**src/rtl/ovf_pkg.sv**
```systemverilog
// Package: shared widths, limits and channel indices for the overflow flag block.
// Assumes samples are two's complement and that the upper limit is above the lower one.
package ovf_pkg;
    localparam int unsigned CODE_W_DEF = 20;
    localparam int unsigned HOLD_DEF   = 4096;
    localparam logic [19:0] HI_DEF     = 20'h70000;
    localparam logic [19:0] LO_DEF     = 20'h82FFF;
    localparam int unsigned N_CH       = 2;

    typedef enum int unsigned {
        CH_LEFT  = 0,
        CH_RIGHT = 1
    } chan_e;
endpackage

```
**src/rtl/ovf_cmp.sv**
```systemverilog
// Module: window compare for one channel.
// Reports a hit when the signed code lies strictly above HI or strictly below LO.
// Assumes the limits are given in the same width and coding as the code.
module ovf_cmp #(
    parameter int unsigned           CODE_W = 20,
    parameter logic [CODE_W-1:0]     HI     = 20'h70000,
    parameter logic [CODE_W-1:0]     LO     = 20'h82FFF
) (
    input  logic [CODE_W-1:0] code,
    output logic              hit
);
    logic above;
    logic below;

    // Signed compare against each limit and merge the two results
    always_comb begin
        above = $signed(code) > $signed(HI);
        below = $signed(code) < $signed(LO);
        hit   = above | below;
    end
endmodule

```
**src/rtl/ovf_hold.sv**
```systemverilog
// Module: hold counter for one channel flag.
// Loads HOLD on a strobed hit and counts down on each strobe without a hit.
// The flag is high while the count is non-zero.
// Assumes hits are only meaningful when the strobe is high.
module ovf_hold #(
    parameter int unsigned HOLD = 4096
) (
    input  logic clk,
    input  logic rst_n,
    input  logic stb,
    input  logic hit,
    output logic flag
);
    localparam int unsigned CNT_W = $clog2(HOLD + 1);

    logic [CNT_W-1:0] cnt_q;

    // Count register: restart on a hit, otherwise count down once per strobe
    always_ff @(posedge clk) begin
        if (!rst_n) begin
            cnt_q <= '0;
        end else if (stb) begin
            if (hit) begin
                cnt_q <= CNT_W'(HOLD);
            end else if (cnt_q != '0) begin
                cnt_q <= cnt_q - CNT_W'(1);
            end
        end
    end

    // Flag decode from the count
    always_comb flag = (cnt_q != '0);

    AST_HIT_SETS_FLAG: assert property (@(posedge clk) disable iff (!rst_n)
        (stb && hit) |=> flag);
    AST_RISE_NEEDS_HIT: assert property (@(posedge clk) disable iff (!rst_n)
        $rose(flag) |-> $past(stb && hit));
    AST_STEADY_NO_STB: assert property (@(posedge clk) disable iff (!rst_n)
        !stb |=> $stable(flag));
    AST_CNT_LIMIT: assert property (@(posedge clk) disable iff (!rst_n)
        cnt_q <= CNT_W'(HOLD));
endmodule

```
**src/rtl/ovf_detect.sv**
```systemverilog
// Module: two-channel near-clip overflow flag generator (top).
// Each channel has its own window compare and hold counter, built by a generate loop.
// Assumes a one-cycle sample strobe and a synchronous active-low reset.
module ovf_detect
    import ovf_pkg::*;
#(
    parameter int unsigned       CODE_W = CODE_W_DEF,
    parameter int unsigned       HOLD   = HOLD_DEF,
    parameter logic [CODE_W-1:0] HI     = HI_DEF,
    parameter logic [CODE_W-1:0] LO     = LO_DEF
) (
    input  logic              clk,
    input  logic              rst_n,
    input  logic              smp_stb,
    input  logic [CODE_W-1:0] code_l,
    input  logic [CODE_W-1:0] code_r,
    output logic              ovf_l,
    output logic              ovf_r
);
    logic [CODE_W-1:0] code_a [N_CH];
    logic [N_CH-1:0]   hit_a;
    logic [N_CH-1:0]   flag_a;

    // Gather the channel codes into an indexed array
    always_comb begin
        code_a[CH_LEFT]  = code_l;
        code_a[CH_RIGHT] = code_r;
    end

    for (genvar ch = 0; ch < N_CH; ch++) begin : g_ch
        ovf_cmp #(.CODE_W(CODE_W), .HI(HI), .LO(LO)) u_cmp (
            .code (code_a[ch]),
            .hit  (hit_a[ch])
        );
        ovf_hold #(.HOLD(HOLD)) u_hold (
            .clk   (clk),
            .rst_n (rst_n),
            .stb   (smp_stb),
            .hit   (hit_a[ch]),
            .flag  (flag_a[ch])
        );
    end

    // Drive the output flags from the channel array
    always_comb begin
        ovf_l = flag_a[CH_LEFT];
        ovf_r = flag_a[CH_RIGHT];
    end

    AST_LEFT_ABOVE: assert property (@(posedge clk) disable iff (!rst_n)
        (smp_stb && ($signed(code_l) > $signed(HI))) |=> ovf_l);
    AST_RIGHT_BELOW: assert property (@(posedge clk) disable iff (!rst_n)
        (smp_stb && ($signed(code_r) < $signed(LO))) |=> ovf_r);
    AST_LEFT_QUIET: assert property (@(posedge clk) disable iff (!rst_n)
        (!smp_stb && !ovf_l) |=> !ovf_l);
endmodule

```
**config.mk**
```make
export PLATFORM = sky130hd
export DESIGN_NAME = ovf_detect
export DESIGN_NICKNAME = d
export VERILOG_FILES = /design/src/rtl/ovf_pkg.sv /design/src/rtl/ovf_cmp.sv /design/src/rtl/ovf_hold.sv /design/src/rtl/ovf_detect.sv
export SDC_FILE = /design/constraint.sdc
export NUM_CORES = 1
export LEC_CHECK = 0
export BUFFER_PORTS_ARGS = -buffer_cell sky130_fd_sc_hd__buf_4
export CORE_MARGIN = 1.5
export CORE_UTILIZATION = 34
export DETAILED_ROUTE_END_ITERATION = 10
export PLACE_DENSITY_LB_ADDON = 0.25
export SLEW_MARGIN = 40
export SYNTH_ARGS = -nofsm -noshare
export SYNTH_HDL_FRONTEND = slang
export SYNTH_SLANG_ARGS = --single-unit
```
**constraint.sdc**
```tcl
create_clock -name clk -period 5.81 [get_ports clk]
set_input_delay 0.2905 -clock clk [delete_from_list [all_inputs] [get_ports clk]]
set_output_delay 0.2905 -clock clk [all_outputs]
set_load 0.1 [all_outputs]
```
== After elaboration in Yosys (flattened, before gate mapping) ==
Cells that the tools add are included.

* Logic and storage cells: 20
* Output and inout bits: 2
* Input port bits: 43
* Bits in registers: 26

* Magnitude comparators: 4
* Reduce and logical (&&, ||, !) cells: 6
* Bitwise logic cells: 2
* $add $sub $neg: 2
* Mux-type cells: 4

{| class="wikitable"
|+ Operator list
! kind !! count
|-
| $mux W13 || 4
|-
| $gt A20 B20 Y1 const B || 2
|-
| $lt A20 B20 Y1 const B || 2
|-
| $reduce_bool A13 Y1 || 2
|-
| $sub A13 B1 Y13 const B || 2
|-
| $reduce_and A2 Y1 || 2
|-
| $reduce_bool A2 Y1 || 2
|-
| $or A1 B1 Y1 || 2
|}

== Logic depth before layout (Yosys ltp) ==
* Depth after elaboration: 4
* Depth in mapped cells: 8
* Depth with buffers taken out: 7

== Cells and area by module ==
A second synthesis with hierarchy kept.

* Cell total of the unflattened synthesis: 190
* Area, all modules: 1636.6 sq um

{| class="wikitable"
|+ By module, submodules not included
! module !! times used !! seq. area each (sq um) !! area each (sq um) !! cells each
|-
| ovf_hold || 2 || 260.2 || 711.9 || 80
|-
| ovf_cmp || 2 || 0.0 || 106.4 || 15
|}

== Worst setup path after synthesis ==
Ideal clock, no wire load.

* Path kind: reg-to-reg
* From: register g_ch[1].u_hold.cnt_q[3]
* To: register g_ch[1].u_hold.cnt_q[0]
* Path buffers: 1
* Period minus slack after synthesis: 2401 ps
* Library setup time: 72 ps
* Data arrival time: 2329 ps
* Data required time: 5738 ps
* Slack: 3409 ps
* Cell stages (with the launch flop): 7
* Cell sequence: dfxtp_1 > clkbuf_1 > or4_1 > nor2_1 > nand2_1 > o31a_1 > mux2i_1

* Cells in the longest elaborated chain, start to end: 3

{| class="wikitable"
|+ Ends and longest elaborated chain
! what !! line !! text
|-
| start: declaration || ovf_hold.sv:16 || <nowiki>logic [CNT_W-1:0] cnt_q;</nowiki>
|-
| start signal: assignment || ovf_hold.sv:24 || <nowiki>cnt_q <= CNT_W'(HOLD);</nowiki>
|-
| start signal: assignment || ovf_hold.sv:26 || <nowiki>cnt_q <= cnt_q - CNT_W'(1);</nowiki>
|-
| $reduce_bool A13 Y1 || -- ||
|-
| named net ovf_r || ovf_detect.sv:18 || <nowiki>output logic ovf_r</nowiki>
|-
| $reduce_bool A2 Y1 (no source line) || -- ||
|-
| $reduce_and A2 Y1 (no source line) || -- ||
|}

The timed path passes the listed nets, and every way through them passes these cells.
A chain may end at the register's enable or synchronous reset.

== Worst setup path after layout ==
* From: register g_ch[0].u_hold.cnt_q[2]
* To: register g_ch[0].u_hold.cnt_q[3]

* Cells in the longest elaborated chain, start to end: 3
* Elaborated cells on any way between the ends: 6
* Those cells by class: 1 x add/sub; 2 x mux; 3 x reduce/logical

{| class="wikitable"
|+ Ends and longest elaborated chain
! what !! line
|-
| start: declaration || ovf_hold.sv:16
|-
| start signal: assignment || ovf_hold.sv:24
|-
| start signal: assignment || ovf_hold.sv:26
|-
| $sub A13 B1 Y13 or $reduce_bool A13 Y1 (tied branches) || ovf_hold.sv:26, ovf_hold.sv:25
|-
| $mux W13 or $reduce_bool A2 Y1 (tied branches) || --
|-
| $mux W13 or $reduce_and A2 Y1 (tied branches) || --
|}

Parallel ways exist; a longest one is shown, timed or not. The select of a mux whose other input is x is not followed.

==> flow_metrics.py <==
metrics = {
    "timing": {
        "period_minus_slack_ps": 2240,
        "hold_viol": 0,
        "drv_slew": 0,
        "rsz0062_at_grt": "no",
        "clock.fmax_mhz": 446,
        "fin_crit_sh_pct": 38.6,
        "setup_viol": 0,
        "worst_pin_slew_ps": 551,
        "clock_skew_ps": 9.80,
        "setup-tns-final_ps": 0,
        "relSlewSlack_pct": 62.8,
    },
    "global_route": {
        "antenna_found_initial": 0,
        "globalRoute.totalOverflow": 0,
        "grt_pass1_vias": 1581,
        "grt_max_degree": 16,
        "grt_first_pass_wirelength_mm": 7.20,
        "grtUsageTotal_pct": 16.8,
    },
    "routing": {
        "via_per_inst": 5.70,
        "drcViolationCount": 0,
        "wl_per_cell_um": 13.8,
        "vias": 1699,
        "dr.pass1.iters": 4,
        "ant_nets": 0,
        "routed_wirelength_mm": 4.12,
        "drt_iter0_drc": 96,
    },
    "floorplanning": {
        "start_util_pct": 35.1,
        "die_area_sq_um": 5270,
        "core.rowCount": 25,
        "io_pins": 45,
        "die_h_um": 72.6,
        "coreArea_sq_um": 4690,
        "die_w_um": 72.6,
    },
    "critical_path": {
        "critPathLaunchType": "flop",
        "r2r-start": "g_ch[0].u_hold.cnt_q[2]",
        "r2r_setup_slack_ps": 3570,
        "crit_required_ps": 5990,
        "cp.arrival_ps": 2420,
        "cp_max_fo": 7,
        "path_class": "reg2reg",
        "cp-end-kind": "flop",
        "crit_start": "g_ch[0].u_hold.cnt_q[2]",
    },
    "power": {
        "p_leak_nw": 0.807,
        "powerDensity_nw_per_um2": 625,
        "peakVddDrop_v": 0.000566,
        "finalPower_mw": 1.31,
    },
    "yosys": {
        "yosys_most_used_dff": "dfxtp_1",
        "syn_nets": 251,
        "avgSynthCellArea_sq_um": 8.07,
        "synthDistinctLibCells": 45,
        "netlist_instances": 204,
        "yosysWarnings": 0,
        "syn-cell-area_sq_um": 1650,
        "yosysSeqAreaShare_pct": 31.6,
        "ys_async_sr_fraction_pct": 0,
        "synth-edff-count": 0,
        "ys_seq_elements": 26,
    },
    "finish": {
        "largest_register_ffs": 26,
        "reg_top3": "g_ch.u_hold.cnt_q x26",
        "final_common_cell": "buf_4",
        "drive_gt1_share_pct": 28.7,
        "antenna-diode-count": 0,
        "nNetsFinal": 292,
        "finalNonFillerCells": 298,
        "final_cell_mix": "buf_4 (44), dfxtp_1 (26), nor3_1 (20)",
        "final_util_pct": 44.5,
        "regMostFlops": "g_ch.u_hold.cnt_q",
        "syn_to_final_growth_pct": 26.9,
    },
    "cts": {
        "cts_buffers": 3,
        "hold_buffers": 0,
        "root_buffer": "clkbuf_8",
        "cts_buffer_depth": 2,
        "clk_pin_slew_ps": 90,
        "clock_latency_ps": 270,
        "cts_tree": "built",
        "htreeDepth": 1,
        "postCtsResizedCells": 0,
        "postCtsSetupRepairBufs": 0,
        "clock-sinks": 26,
    },
    "flow_run": {
        "maxCapViolations": 0,
    },
    "placement": {
        "gp_congestion": 0.813,
        "numPortBuffers": 44,
        "dp_cells": 294,
        "dp_hpwl_mm": 3.28,
    },
    "outcome": {
        "outcome": "completed",
    },
    "min_path": {
        "holdCritPathClass": "in2reg",
        "hold_path_startpoint": "smp_stb",
    },
}
==> synth_stat cells, types with 2 or more instances <==
master	count	area, sq um
or4_1	5	37.5
nand4b_1	4	35.0
a32o_1	3	30.0
o41a_1	2	22.5
nor2_1	14	52.6
nand2_1	16	60.1
a22o_1	3	26.3
nand3b_1	4	30.0
o22ai_1	3	18.8
dfxtp_1	26	521
nor3_1	20	100
o21ai_0	13	65.1
nand4_1	5	31.3
inv_1	7	26.3
nand3_1	3	15.0
clkbuf_1	6	22.5
nor4_1	14	87.6
o221ai_1	2	17.5
o31ai_1	2	15.0
o2bb2ai_1	2	17.5
or2_2	2	12.5
a211oi_1	2	15.0
nand2b_1	3	18.8
or3b_2	3	26.3
ha_1	4	50.1
nor4b_1	3	26.3
a21oi_1	3	15.0
a31o_2	12	105
and4_1	2	17.5
==> report_power, final <==
group	internal, mW	total, mW	switching (mW)
clock	0.0922	0.150	0.0574
combinational	0.308	0.813	0.506
sequential	0.261	0.344	0.0827
==> logic make-up (layout without fill, tap and decap cells) <==
family	after synthesis	in the layout	synth area share, %
AOI/OAI and AO/OA	53	53	23.9
adders and majority gates	4	4	3.04
muxes	1	1	0.608
and+or+nand+nor	105	105	36.9
DFF	26	26	31.6
buffers and inverters	15	55	3.95
==> metrics by stage <==
step	hold slack [ps]	instance area, sq um	setup WS, ps
floorplan	433	1650	3410
global placement	467	2010	3540
detailed placement	471	2010	3560
CTS	298	2080	3560
global route	318	2090	3360
finish	307	2090	3570
==> layer usage <==
metal | vias to the layer above | GRT usage [%] | part of all wire [%]
met5 | - | 0 | 0
met4 | 0 | 4.19 | 0.70
met3 | 4 | 2.90 | 2.5
met2 | 21 | 28.6 | 49
met1 | 780 | 22.1 | 48
li1 | 894 | - | -
==> path summary, 6_finish.rpt <==
path	to	cells past startpoint
max	g_ch[0].u_hold.cnt_q[3]	5
min	g_ch[0].u_hold.cnt_q[0]	2
max reg2reg	g_ch[0].u_hold.cnt_q[3]	5
min reg2reg	g_ch[1].u_hold.cnt_q[12]	2
==> critical path, cell delays in order (launching register included) <==
cell	delay, ps
dfxtp_1	360
or4_1	660
nor2_1	270
nor4b_1	510
nor4_1	110
a31o_2	230
==> layout make-up <==
type	count	area, sq um
Multi-Input combinational cell	163	1070
Clock buffer	3	41.3
Timing Repair Buffer	44	330
Sequential cell	26	520
Clock inverter	1	30.0
Inverter	7	26.3
Fill cell	461	2600
Tap cell	54	67.6
No activity file was read; power rests on OpenSTA's default activity.
